### src/rtl/wdog_pkg.sv
package wdog_pkg;
  localparam int CTRL_W     = 6;
  localparam int OFF_COUNT  = 'h0;
  localparam int OFF_RELOAD = 'h4;
  localparam int OFF_KICK   = 'h8;
  localparam int OFF_CTRL   = 'hC;

  // bit order matters: software encodes these positions
  typedef struct packed {
    logic scope_chip; // bit 5
    logic tick_sel;   // bit 4
    logic ext_en;     // bit 3
    logic irq_en;     // bit 2
    logic rst_en;     // bit 1
    logic run;        // bit 0
  } ctrl_t;
endpackage

### src/rtl/wdog_prescaler.sv
module wdog_prescaler #(
  parameter int DIV = 50
) (
  input  logic clk,
  input  logic rst,
  output logic tick_o
);
  generate
    if (DIV <= 1) begin : g_pass
      assign tick_o = 1'b1;
    end else begin : g_div
      localparam int PW = $clog2(DIV);
      localparam logic [PW-1:0] LAST = PW'(DIV - 1);
      logic [PW-1:0] pcnt_q;

      always_ff @(posedge clk) begin
        if (rst)                  pcnt_q <= '0;
        else if (pcnt_q == LAST)  pcnt_q <= '0;
        else                      pcnt_q <= pcnt_q + 1'b1;
      end

      assign tick_o = (pcnt_q == LAST);

      // the divided tick is never high on two clocks in a row
      assert_tick_gap_R6: assert property (@(posedge clk) disable iff (rst)
        tick_o |=> !tick_o);
    end
  endgenerate
endmodule

### src/rtl/wdog_regs.sv
module wdog_regs
  import wdog_pkg::*;
#(
  parameter int              ADDR_W      = 4,
  parameter int              DATA_W      = 32,
  parameter logic [31:0]     RELOAD_INIT = 32'h03EF1480,
  parameter logic [15:0]     KEY         = 16'h4755
) (
  input  logic              clk,
  input  logic              rst,
  input  logic [ADDR_W-1:0] addr,
  input  logic              wr_en,
  input  logic [DATA_W-1:0] wdata,
  input  logic [DATA_W-1:0] cnt_i,
  output logic [DATA_W-1:0] rdata_o,
  output ctrl_t             ctrl_o,
  output logic [DATA_W-1:0] reload_o,
  output logic              kick_o
);
  localparam logic [ADDR_W-1:0] A_COUNT  = ADDR_W'(OFF_COUNT);
  localparam logic [ADDR_W-1:0] A_RELOAD = ADDR_W'(OFF_RELOAD);
  localparam logic [ADDR_W-1:0] A_KICK   = ADDR_W'(OFF_KICK);
  localparam logic [ADDR_W-1:0] A_CTRL   = ADDR_W'(OFF_CTRL);
  localparam logic [DATA_W-1:0] KEY_WORD = DATA_W'(KEY);

  ctrl_t             ctrl_q;
  logic [DATA_W-1:0] reload_q;
  logic [DATA_W-1:0] rdata_q;
  logic [DATA_W-1:0] rd_mux;

  always_comb begin
    case (addr)
      A_COUNT:  rd_mux = cnt_i;
      A_RELOAD: rd_mux = reload_q;
      A_CTRL:   rd_mux = {{(DATA_W-CTRL_W){1'b0}}, ctrl_q};
      default:  rd_mux = '0;
    endcase
  end

  always_ff @(posedge clk) begin
    if (rst) begin
      ctrl_q   <= '0;
      reload_q <= DATA_W'(RELOAD_INIT);
      rdata_q  <= '0;
    end else begin
      rdata_q <= rd_mux;
      if (wr_en && addr == A_CTRL)   ctrl_q   <= ctrl_t'(wdata[CTRL_W-1:0]);
      if (wr_en && addr == A_RELOAD) reload_q <= wdata;
    end
  end

  assign kick_o   = wr_en && (addr == A_KICK) && (wdata == KEY_WORD);
  assign ctrl_o   = ctrl_q;
  assign reload_o = reload_q;
  assign rdata_o  = rdata_q;

  // the reload value only changes through a write to its own offset
  assert_reload_write_only_R4: assert property (@(posedge clk) disable iff (rst)
    !(wr_en && addr == A_RELOAD) |=> $stable(reload_q));
endmodule

### src/rtl/wdog_core.sv
module wdog_core
  import wdog_pkg::*;
#(
  parameter int          DATA_W      = 32,
  parameter logic [31:0] RELOAD_INIT = 32'h03EF1480
) (
  input  logic              clk,
  input  logic              rst,
  input  ctrl_t             ctrl_i,
  input  logic              tick_i,
  input  logic              kick_i,
  input  logic [DATA_W-1:0] reload_i,
  output logic [DATA_W-1:0] cnt_o,
  output logic              irq_o,
  output logic              ext_o,
  output logic              rst_soc_o,
  output logic              rst_chip_o
);
  logic [DATA_W-1:0] cnt_q;
  logic irq_q, ext_q, soc_q, chip_q;
  logic step, expire;

  assign step   = ctrl_i.tick_sel ? tick_i : 1'b1;
  assign expire = ctrl_i.run && step && (cnt_q == '0) && !kick_i;

  always_ff @(posedge clk) begin
    if (rst) begin
      cnt_q  <= DATA_W'(RELOAD_INIT);
      irq_q  <= 1'b0;
      ext_q  <= 1'b0;
      soc_q  <= 1'b0;
      chip_q <= 1'b0;
    end else begin
      soc_q  <= expire && ctrl_i.rst_en && !ctrl_i.scope_chip;
      chip_q <= expire && ctrl_i.rst_en &&  ctrl_i.scope_chip;
      ext_q  <= expire && ctrl_i.ext_en;

      if (kick_i || expire)          cnt_q <= reload_i;
      else if (ctrl_i.run && step)   cnt_q <= cnt_q - 1'b1;

      if (kick_i)                        irq_q <= 1'b0;
      else if (expire && ctrl_i.irq_en)  irq_q <= 1'b1;
    end
  end

  assign cnt_o      = cnt_q;
  assign irq_o      = irq_q;
  assign ext_o      = ext_q;
  assign rst_soc_o  = soc_q;
  assign rst_chip_o = chip_q;

  // a valid key write loads the reload value
  assert_kick_load_R3: assert property (@(posedge clk) disable iff (rst)
    kick_i |=> (cnt_q == $past(reload_i)));

  // stopped and not kicked means the counter holds
  assert_hold_when_off_R4: assert property (@(posedge clk) disable iff (rst)
    (!ctrl_i.run && !kick_i) |=> $stable(cnt_q));

  // a step on a nonzero count takes exactly one off
  assert_step_dec_R5: assert property (@(posedge clk) disable iff (rst)
    (ctrl_i.run && step && !kick_i && cnt_q != '0) |=> (cnt_q == $past(cnt_q) - 1'b1));

  // a reset request only follows an expiry with the request enabled
  assert_rst_gate_R7: assert property (@(posedge clk) disable iff (rst)
    (soc_q || chip_q) |-> $past(ctrl_i.rst_en && ctrl_i.run));

  // the interrupt only rises from an enabled expiry
  assert_irq_cause_R8: assert property (@(posedge clk) disable iff (rst)
    $rose(irq_q) |-> $past(ctrl_i.irq_en && expire));
endmodule

### src/rtl/wdog_periph.sv
module wdog_periph
  import wdog_pkg::*;
#(
  parameter int          CLK_HZ      = 50_000_000,
  parameter int          TICK_HZ     = 1_000_000,
  parameter int          ADDR_W      = 4,
  parameter int          DATA_W      = 32,
  parameter logic [31:0] RELOAD_INIT = 32'h03EF1480,
  parameter logic [15:0] KEY         = 16'h4755
) (
  input  logic              clk,
  input  logic              rst,
  input  logic [ADDR_W-1:0] addr,
  input  logic              wr_en,
  input  logic [DATA_W-1:0] wdata,
  output logic [DATA_W-1:0] rdata,
  output logic              irq_o,
  output logic              ext_o,
  output logic              rst_soc_o,
  output logic              rst_chip_o
);
  localparam int DIV = (CLK_HZ / TICK_HZ) < 1 ? 1 : (CLK_HZ / TICK_HZ);

  ctrl_t             ctrl;
  logic [DATA_W-1:0] reload_val;
  logic [DATA_W-1:0] cnt;
  logic              kick;
  logic              tick;

  wdog_prescaler #(.DIV(DIV)) u_presc (
    .clk    (clk),
    .rst    (rst),
    .tick_o (tick)
  );

  wdog_regs #(
    .ADDR_W(ADDR_W), .DATA_W(DATA_W), .RELOAD_INIT(RELOAD_INIT), .KEY(KEY)
  ) u_regs (
    .clk      (clk),
    .rst      (rst),
    .addr     (addr),
    .wr_en    (wr_en),
    .wdata    (wdata),
    .cnt_i    (cnt),
    .rdata_o  (rdata),
    .ctrl_o   (ctrl),
    .reload_o (reload_val),
    .kick_o   (kick)
  );

  wdog_core #(.DATA_W(DATA_W), .RELOAD_INIT(RELOAD_INIT)) u_core (
    .clk        (clk),
    .rst        (rst),
    .ctrl_i     (ctrl),
    .tick_i     (tick),
    .kick_i     (kick),
    .reload_i   (reload_val),
    .cnt_o      (cnt),
    .irq_o      (irq_o),
    .ext_o      (ext_o),
    .rst_soc_o  (rst_soc_o),
    .rst_chip_o (rst_chip_o)
  );

  // the two reset scopes never request together
  assert_one_scope_R7: assert property (@(posedge clk) disable iff (rst)
    $onehot0({rst_soc_o, rst_chip_o}));
endmodule

### config.mk
export PLATFORM = sky130hd
export DESIGN_NAME = wdog_periph
export DESIGN_NICKNAME = d
export VERILOG_FILES = /design/src/rtl/wdog_pkg.sv /design/src/rtl/wdog_prescaler.sv /design/src/rtl/wdog_regs.sv /design/src/rtl/wdog_core.sv /design/src/rtl/wdog_periph.sv
export SDC_FILE = /design/constraint.sdc
export NUM_CORES = 1
export LEC_CHECK = 0
export ABC_AREA = 1
export BUFFER_PORTS_ARGS = -buffer_cell sky130_fd_sc_hd__clkbuf_2
export CAP_MARGIN = 25
export CORE_MARGIN = 1
export CORE_UTILIZATION = 55
export CTS_BUF_LIST = sky130_fd_sc_hd__clkbuf_8
export DETAILED_ROUTE_END_ITERATION = 16
export PLACE_DENSITY = 0.77
export SYNTH_ARGS = -nofsm -noshare
export SYNTH_HDL_FRONTEND = slang
export SYNTH_HIERARCHICAL = 1
export SYNTH_SLANG_ARGS = --single-unit
### constraint.sdc
create_clock -name clk -period 3.8 [get_ports clk]
set_input_delay 0 -clock clk [delete_from_list [all_inputs] [get_ports clk]]
set_output_delay 0 -clock clk [all_outputs]
set_load 0.02 [all_outputs]
======== Word-level counts from Yosys, hierarchy flattened ========
Index checks and enable logic that the tools add are counted.
operators by class
  reductions and logical operators ........ 20
  equality and inequality tests ........... 5
  multiplexer cells ....................... 4
  $add $sub $neg .......................... 2
operator list
  kind                     number
  $pmux W32 S3             1
  $mux W32                 2
  $eq A32 B15 Y1 const B   1
  $logic_not A32 Y1        1
  $sub A32 B1 Y32 const B  1
  $logic_and A1 B1 Y1      12
  $eq A4 B4 Y1 const B     2
  $add A6 B1 Y6 const B    1
  $eq A6 B6 Y1 const B     1
  $eq A4 B3 Y1 const B     1
  $logic_not A4 Y1         1
  $reduce_or A2 Y1         2
  $logic_not A1 Y1         2
  $reduce_bool A2 Y1       1
  $logic_or A1 B1 Y1       1
  $mux W1                  1
word-level totals
  output and inout port bits .............. 36
  input bits .............................. 39
  register bits after elaboration ......... 112
  word-level logic and storage cells ...... 45

======== Longest topological paths before layout ========
Gate-level depths: netlist of run 1.
  depth after elaboration ................. 7
  mapped depth ............................ 16
  depth with buffers taken out ............ 15

======== By module ========
Netlist of run 1, hierarchy kept.
by module, submodules not included
  module          area an instance (sq um)  instances  sequential area each (sq um)  cells each
  wdog_regs       2915.3                    1          1401.3                        412
  wdog_core       2436.1                    1          720.7                         400
  wdog_prescaler  282.8                     1          120.1                         34

======== Least setup slack after synthesis of run 1 ========
No wires, ideal clock.
  path kind ............................... register -> register
  from .................................... register u_presc.g_div.pcnt_q[1]
  to ...................................... register u_core.cnt_q[14], in the netlist u_core/cnt_o[14]
  data arrival time ....................... 1.733 ns
  required time ........................... 3.743 ns
  period minus slack after synthesis ...... 1.789 ns
  setup time .............................. 0.057 ns
  stages on the path, launching flop included .. 15
  buffers on the path ..................... 1
  setup slack ............................. 2.011 ns
  cells stage by stage .................... dfxtp_1 > inv_1 > ha_1 > nand3_2 > inv_1 > inv_1 > nand2_1 > nand2_1 > inv_1 > nor2_2 > clkbuf_1 > nand2_1 > nand3_1 > nand2_1 > inv_1
on the way
  word-level cells in the longest chain between the ends .. 7
  elaborated cells on any way between the ends .. 8
  those cells by class .................... eq/ne: 1; mux: 2; reduce/logical: 5
ends and longest elaborated chain
  element                                         line                              RTL
  start: declaration                              wdog_prescaler.sv:14              logic [PW-1:0] pcnt_q;
  start signal: assignment                        wdog_prescaler.sv:19              else pcnt_q <= pcnt_q + 1'b1;
  $eq A6 B6 Y1 (*)                                wdog_prescaler.sv:22              assign tick_o = (pcnt_q == LAST);
  named net tick                                  wdog_periph.sv:28                 logic tick;
  $mux W1 (*)                                     wdog_core.sv:23                   assign step = ctrl_i.tick_sel ? tick_i : 1'b1;
  $logic_and A1 B1 Y1 (*)                         wdog_core.sv:24, wdog_core.sv:39
  $logic_and A1 B1 Y1 (2 in a row)                wdog_core.sv:24                   assign expire = ctrl_i.run && step && (cnt_q == '0) && !kick_i;
  $logic_or A1 B1 Y1                              wdog_core.sv:38                   if (kick_i || expire) cnt_q <= reload_i;
  $mux W32 or $reduce_bool A2 Y1 (tied branches)  --
  end signal: assignment                          wdog_core.sv:28                   cnt_q <= DATA_W'(RELOAD_INIT);
  end signal: assignment                          wdog_core.sv:38
  end signal: assignment                          wdog_core.sv:39                   else if (ctrl_i.run && step) cnt_q <= cnt_q - 1'b1;
  end: declaration                                wdog_core.sv:19                   logic [DATA_W-1:0] cnt_q;
Mark *: on every way through the listed nets, which the timed path passes. The rest lies on a longest branch.
A chain may end at the register's enable or synchronous reset.

======== Final worst setup path of run 1 ========
  from .................................... register u_presc.g_div.pcnt_q[1]
  to ...................................... register u_core.cnt_q[1], in the netlist u_core/cnt_o[1]
Same word-level chain as after synthesis.

==> flow_metrics.env, run 1 <==
export IMPL_clock_skew_ns=0.0124
export IMPL_fin_setup_tns_ns=0
export IMPL_peakVddDrop_mv=0.188
export IMPL_place_area_um2=6020
export IMPL_synth_edf_count=0
export IMPL_hold_viol=0
export IMPL_n_antenna_cell=0
export IMPL_finalSetupViolCount=0
export IMPL_wl_per_cell_um=13.9
export IMPL_grt_util_met3_pct=3.43
export IMPL_wirelength_um=14800
export IMPL_cts_setup_buffers=0
export IMPL_worstPathArrival_ns=3.09
export IMPL_hpwl_um=9940
export IMPL_overflow=0
export IMPL_cap_violations=0
export IMPL_htreeDepth=3
export IMPL_die_y_um=103
export IMPL_max_freq_mhz=362
export IMPL_rsz0062_at_grt="false"
export IMPL_final_common_cell="nand2_1"
export IMPL_dieArea_um2=10700
export IMPL_layout_drive_gt1_share_pct=12.8
export IMPL_netlist_area_um2=5630
export IMPL_syn_nets=888
export IMPL_grtUsageMet2_pct=52.4
export IMPL_fin_area_um2=6610
export IMPL_start_util_pct=57.1
export IMPL_synth_compound_area_share_pct=7.51
export IMPL_yosys_most_used_dff="dfxtp_1"
export IMPL_dr_pass1_iters=5
export IMPL_cts_hold_buf=32
export IMPL_post_route_period_util_pct=72.8
export IMPL_busiest_layer="met2"
export IMPL_synth_xor_area_share_pct=4.04
export IMPL_worstPathMaxFanout=11
export IMPL_drtIter0Drc=326
export IMPL_rows=36
export IMPL_clkSinkCount=112
export IMPL_grt_usage_pct=29.2
export IMPL_yosysTopAreaCell="dfxtp_1"
export IMPL_synthArstFlopShare_pct=0
export IMPL_avgSynthCellArea_um2=6.66
export IMPL_die_w_um=103
export IMPL_synth_mux_area_fraction_pct=0
export IMPL_gp_congestion=0.904
export IMPL_worst_pin_slew_ns=0.876
export IMPL_antenna_found_initial=0
export IMPL_ys_seq_area_share_pct=39.8
export IMPL_viasPerCell=5.25
export IMPL_area_delta_synth_final_pct=17.3
export IMPL_clock_tree_root_cell="clkbuf_8"
export IMPL_cts_tree="yes"
export IMPL_core_area_um2=9860
export IMPL_clk_pin_slew_ns=0.10
export IMPL_num_vias=5607
export IMPL_grt_pass1_wl_um=23900
export IMPL_cts_resized=0
export IMPL_port_buffers=74
export IMPL_drc=0
export IMPL_ys_types=33
export IMPL_leakagePower_nw=3.05
export IMPL_relSlewSlack_pct=41.4
export IMPL_end_kind="flop"
export IMPL_nNetsFinal=973
export IMPL_power_density_nw_per_um2=351
export IMPL_slew_viol_final=0
export IMPL_cts_buffer_depth=2
export IMPL_synthAdderAreaFrac_pct=0.666
export IMPL_yosys_area_share_simple_pct=38.6
export IMPL_grt_pass1_vias=5198
export IMPL_ys_ff_latch=112
export IMPL_start_kind="flop"
export IMPL_hold_class="input pin to flop"
export IMPL_critPathKind="flop to flop"
export IMPL_synth_top_family_by_area="simple AND/OR/NAND/NOR gates"
export IMPL_clkLatencyLatePin_ns=0.38
export IMPL_postSynthCellCount=846
export IMPL_grt_max_degree=72
export IMPL_yosys_top_cells_area="dfxtp_1, nand2_1, nand3_1"
export IMPL_status="completed"
export IMPL_ys_warn_count=6
export IMPL_pin_count=75
export IMPL_cts_made_buffers=9
export IMPL_drtAntennaViolNets=0
export IMPL_layout_common_cells="nand2_1, nor2_1, nand3_1, dfxtp_1, inv_1"
export IMPL_synth_top_area_share_pct=39.8
export IMPL_grt_use_met1_pct=35.8
export IMPL_crit_required_ns=4.13
export IMPL_fin_crit_ns=2.77
cell type report:
cell class | instances | area (um2)
Multi-Input combinational cell | 608 | 2860
Clock inverter | 6 | 130
Fill cell | 852 | 3260
Tap cell | 133 | 166
Sequential cell | 112 | 2240
Clock buffer | 10 | 138
Timing Repair Buffer | 112 | 736
Inverter | 88 | 330
where the power goes:
| part | total [mW] | switching, mW | internal, mW |
|---|---|---|---|
| combinational | 0.191 | 0.119 | 0.0724 |
| clock | 0.917 | 0.397 | 0.520 |
| sequential | 1.21 | 0.0154 | 1.19 |
logic make-up (layout without fill, tap and decap cells):
kind of cell | Yosys count | in the layout
AOI/OAI and AO/OA | 76 | 76
xor gates and xnor gates | 26 | 26
adders and majority gates | 3 | 3
buffers and inverters | 126 | 216
DFF | 112 | 112
and+or+nand+nor | 503 | 503
sequential cells by signal, summed over array words and instances, names as in the netlist:
| signal | cells |
|---|---|
| u_core/ext_o | 1 |
| u_presc/g_div.pcnt_q | 6 |
| u_core/irq_o | 1 |
| u_regs/rdata_o | 32 |
| u_regs/reload_o | 32 |
| u_regs/ctrl_o | 6 |
| u_core/cnt_o | 32 |
| u_core/rst_chip_o | 1 |
| u_core/rst_soc_o | 1 |
cell usage after synthesis (2+ instances only):
| master | instances |
|---|---|
| nand2_1 | 225 |
| nor2_1 | 128 |
| nand3_1 | 118 |
| dfxtp_1 | 112 |
| inv_1 | 86 |
| a21oi_1 | 51 |
| buf_2 | 19 |
| xor2_1 | 17 |
| clkbuf_1 | 12 |
| o211ai_1 | 11 |
| nor2_2 | 9 |
| xnor2_1 | 9 |
| o21ai_0 | 8 |
| nand3b_1 | 4 |
| nor2_4 | 4 |
| ha_1 | 3 |
| nand4_1 | 3 |
| nor3_1 | 3 |
| o21bai_1 | 3 |
| a21oi_2 | 2 |
| buf_1 | 2 |
| buf_4 | 2 |
| buf_6 | 2 |
| nand2_2 | 2 |
| nand2_4 | 2 |
| nand3_4 | 2 |
final timing paths:
check	from	end	slack, ns	cells after the start
min reg2reg	u_regs/ctrl_o[5]	u_core/rst_chip_o	0.47	2
max	u_presc/g_div.pcnt_q[1]	u_core/cnt_o[1]	1.03	15
min	wr_en	u_regs/ctrl_o[4]	0.09	4
max reg2reg	u_presc/g_div.pcnt_q[1]	u_core/cnt_o[1]	1.03	15
layer usage:
| metal | routed length [um] | vias to the layer above |
|---|---|---|
| met2 | 7320 | 171 |
| met5 | 0 | - |
| met3 | 697 | 21 |
| li1 | - | 2838 |
| met1 | 6510 | 2577 |
| met4 | 285 | 0 |
critical path, stage by stage (launching register included):
cell      delay [ns]
dfxtp_1         0.37
inv_1           0.07
ha_1            0.19
nand3_2         0.10
inv_1           0.05
inv_1           0.05
nand2_1         0.04
nand2_1         0.16
inv_1           0.12
nand3b_1        0.09
nor2_1          0.05
nor2_1          0.53
nand2_1         0.52
nor2_1          0.20
o21ai_0         0.09
inv_1           0.08
stage by stage:
step	worst slack [ns]	cells	hold slack (ns)	power [mW]	util [%]
6_report	1.03	1069	0.0906	2.32	67.0
5_1_grt	0.756	1069	0.101	2.39	67.0
3_5_place_dp	1.08	1021	0.221	1.40	61.0
4_1_cts	1.04	1069	0.0798	2.32	67.0
3_3_place_gp	1.23	1021	0.216	1.39	61.0
2_1_floorplan	2.01	846	0.113	1.34	-
Note: power is estimated with default switching activity, not from simulation.
==> inputs of run 2 (changes only) <==
Settings changed: ABC_AREA 1 to 0.
Clock period 3.8 ns to 2.7 ns, I/O delays scaled along.
==> run 2 against run 1 <==
Die area down 8.9%. Utilization is 3.1 points higher. Largest power group unchanged. Final area shrank 6.1%. Clock-buffer cell count down 1. Cell count fell by 26%. Wire length is 0.49% lower. Largest cell class unchanged. Clock power up 19%. Critical path type unchanged.
==> flow_metrics.env, run 2 <==
export IMPL_nNetsFinal=717
export IMPL_fin_ws_ns=0.130
export IMPL_dieArea_um2=9700
export IMPL_start_util_pct=57.9
export IMPL_swShare_pct=26.0
export IMPL_critical_path_buf_inv_count=1
export IMPL_die_y_um=98.5
export IMPL_worst_pin_slew_ns=0.683
export IMPL_hold_class="input pin to flop"
export IMPL_ys_types=64
export IMPL_peakVddDrop_mv=0.249
export IMPL_grt_pass1_wl_um=24000
export IMPL_synthArstFlopShare_pct=0
export IMPL_core_area_um2=8850
export IMPL_pin_count=75
export IMPL_netlist_area_um2=5120
export IMPL_drc=0
export IMPL_yosys_most_used_dff="dfxtp_1"
export IMPL_critical_path_top_delay_family="simple AND/OR/NAND/NOR gates"
export IMPL_synth_xor_area_share_pct=3.93
export IMPL_gp_congestion=0.975
export IMPL_grt_pass1_vias=4648
export IMPL_cts_buffer_depth=2
export IMPL_port_buffers=74
export IMPL_path_cells="inv_1 -> ha_1 -> nor3b_1 -> nand4_1 -> or4_4 -> nand2_2 -> o211ai_1"
export IMPL_grt_max_degree=45
export IMPL_post_route_period_util_pct=95.2
export IMPL_wirelength_um=14700
export IMPL_clkLatencyLatePin_ns=0.39
export IMPL_ys_seq_area_share_pct=43.8
export IMPL_layout_drive_gt1_share_pct=20.4
export IMPL_slowest_stage="or4_4"
export IMPL_seqPwrFrac_pct=56.2
export IMPL_leakagePower_nw=2.19
export IMPL_clock_skew_ns=0.0117
export IMPL_synth_mux_area_fraction_pct=0.611
export IMPL_p_int_mw=2.23
export IMPL_synth_top_family_by_area="compound AO/OA/AOI/OAI gates"
export IMPL_drtAntennaViolNets=0
export IMPL_relSlewSlack_pct=54.5
export IMPL_ys_warn_count=6
export IMPL_cts_resized=0
export IMPL_cts_made_buffers=9
export IMPL_clkSinkCount=112
export IMPL_start_kind="flop"
export IMPL_ys_ff_latch=112
export IMPL_critPathKind="flop to flop"
export IMPL_clock_tree_root_cell="clkbuf_8"
export IMPL_num_vias=5086
export IMPL_clk_pin_slew_ns=0.11
export IMPL_crit_required_ns=2.95
export IMPL_postSynthCellCount=577
export IMPL_dr_pass1_iters=7
export IMPL_power_density_nw_per_um2=485
export IMPL_combPwrFrac_pct=7.7
export IMPL_pwr_share_clk_pct=36.1
export IMPL_avgSynthCellArea_um2=8.88
export IMPL_synth_edf_count=0
export IMPL_area_delta_synth_final_pct=21.1
export IMPL_viasPerCell=6.45
export IMPL_synth_top_area_share_pct=43.8
export IMPL_cts_tree="yes"
export IMPL_regToRegSetupSlack_ns=0.13
export IMPL_drtIter0Drc=629
export IMPL_layout_common_cells="dfxtp_1, clkbuf_2, a21oi_1, nor2_1, nand3_1"
export IMPL_fillers=694
export IMPL_yosys_top_cells_area="dfxtp_1, a21oi_1, a22oi_1"
export IMPL_antenna_found_initial=0
export IMPL_slew_viol_final=0
export IMPL_end_kind="flop"
export IMPL_wl_per_cell_um=18.7
export IMPL_worstPathArrival_ns=2.82
export IMPL_die_w_um=98.5
export IMPL_grt_usage_pct=31.5
export IMPL_pre_cts_ws_ns=0.195
export IMPL_yosysMostFrequentCell="dfxtp_1"
export IMPL_syn_nets=619
export IMPL_overflow=0
export IMPL_synthAdderAreaFrac_pct=0.733
export IMPL_netSwitchingPower_mw=0.783
export IMPL_final_common_cell="dfxtp_1"
export IMPL_rsz0062_at_grt="false"
export IMPL_synth_compound_area_share_pct=23.4
export IMPL_hold_viol=0
export IMPL_worstPathMaxFanout=26
export IMPL_yosysTopAreaCell="dfxtp_1"
export IMPL_yosys_area_share_simple_pct=22.8
export IMPL_htreeDepth=3
export IMPL_finalSetupViolCount=0
export IMPL_status="completed"
export IMPL_cap_violations=0
export IMPL_hpwl_um=10100
export IMPL_max_freq_mhz=389
export IMPL_synth_common_cells="dfxtp_1, a21oi_1, nor2_1"
export IMPL_cpPeakStageDelay_ns=0.66
export IMPL_n_antenna_cell=0
export IMPL_fin_crit_ns=2.57
export IMPL_rows=34
export IMPL_fin_setup_tns_ns=0
[run 2: cell count changes after synthesis, moves of 28 or more]
cell     previous run  this run
a22oi_1             0        33
inv_1              86         8
nand2_1           225        19
nand3_1           118        37
nor2_1            128        44
o21ai_0             8        36
[run 2: cell families (layout without fill, tap and decap cells)]
family	count (synthesis)	in the layout
flops	112	112
fa+ha+maj	3	3
simple gates	201	201
buf+inv	53	156
compound gates	182	182
mux	3	3
xor+xnor	23	23
[run 2: path summary, 6_finish.rpt]
kind                                          from                 to  cells after the start
worst max-delay path               u_core/cnt_o[0]   u_core/cnt_o[25]                      7
worst min register to register  u_regs/reload_o[3]  u_regs/rdata_o[3]                      2
worst min-delay path                           rst   u_core/cnt_o[31]                      2
worst max register to register     u_core/cnt_o[0]   u_core/cnt_o[25]                      7
[run 2: power by group through the flow]
stage	combinational (mW)	clock (mW)	sequential (mW)
5_1_grt	0.252	1.17	1.69
6_report	0.231	1.09	1.69
3_3_place_gp	0.182	0	1.73
4_1_cts	0.225	1.10	1.69
3_5_place_dp	0.189	0	1.73
2_1_floorplan	0.106	0	1.72
[run 2: area by class of cell]
| class | count | area (um2) | area share [%] |
|---|---|---|---|
| Clock inverter | 7 | 105 | 1.69 |
| Sequential cell | 112 | 2240 | 36.1 |
| Timing Repair Buffer | 132 | 906 | 14.6 |
| Tap cell | 108 | 135 | 2.18 |
| Clock buffer | 9 | 124 | 2.00 |
| Multi-Input combinational cell | 412 | 2660 | 42.9 |
| Inverter | 8 | 30.0 | 0.484 |
[run 2: worst register-to-register path, delay by kind of cell (launching register included)]
family          cells  cell delay [ns]
compound gates      1             0.15
flops               1             0.38
fa+ha+maj           1             0.15
buf+inv             1             0.08
simple gates        4             1.68
[run 2: what timing repair did]
| action | CTS | global route |
|---|---|---|
| hold buffers | 32 | 0 |
| hold endpoints to repair | 38 | 0 |
| setup buffers | 0 | 0 |
[run 2: per-stage QoR]
step           utilization (%)  hold slack [ns]  instance area, um2  power, mW  std cells
2_1_floorplan                -           0.0724                5120       1.83        577
3_3_place_gp              63.7            0.250                5640       1.91        739
3_5_place_dp              63.9            0.257                5650       1.92        740
4_1_cts                   70.1           0.0130                6200       3.02        788
5_1_grt                   70.1           0.0461                6200       3.11        788
6_report                  70.1           0.0388                6200       3.01        788
[run 2: layer usage]
| layer | vias to the layer above | part of all wire, % | global-route usage (%) |
|---|---|---|---|
| met3 | 33 | 7.1 | 4.47 |
| met5 | - | 0 | 0 |
| met2 | 254 | 47 | 50.9 |
| li1 | 2370 | - | - |
| met1 | 2429 | 44 | 43.4 |
| met4 | 0 | 2.2 | 10.7 |
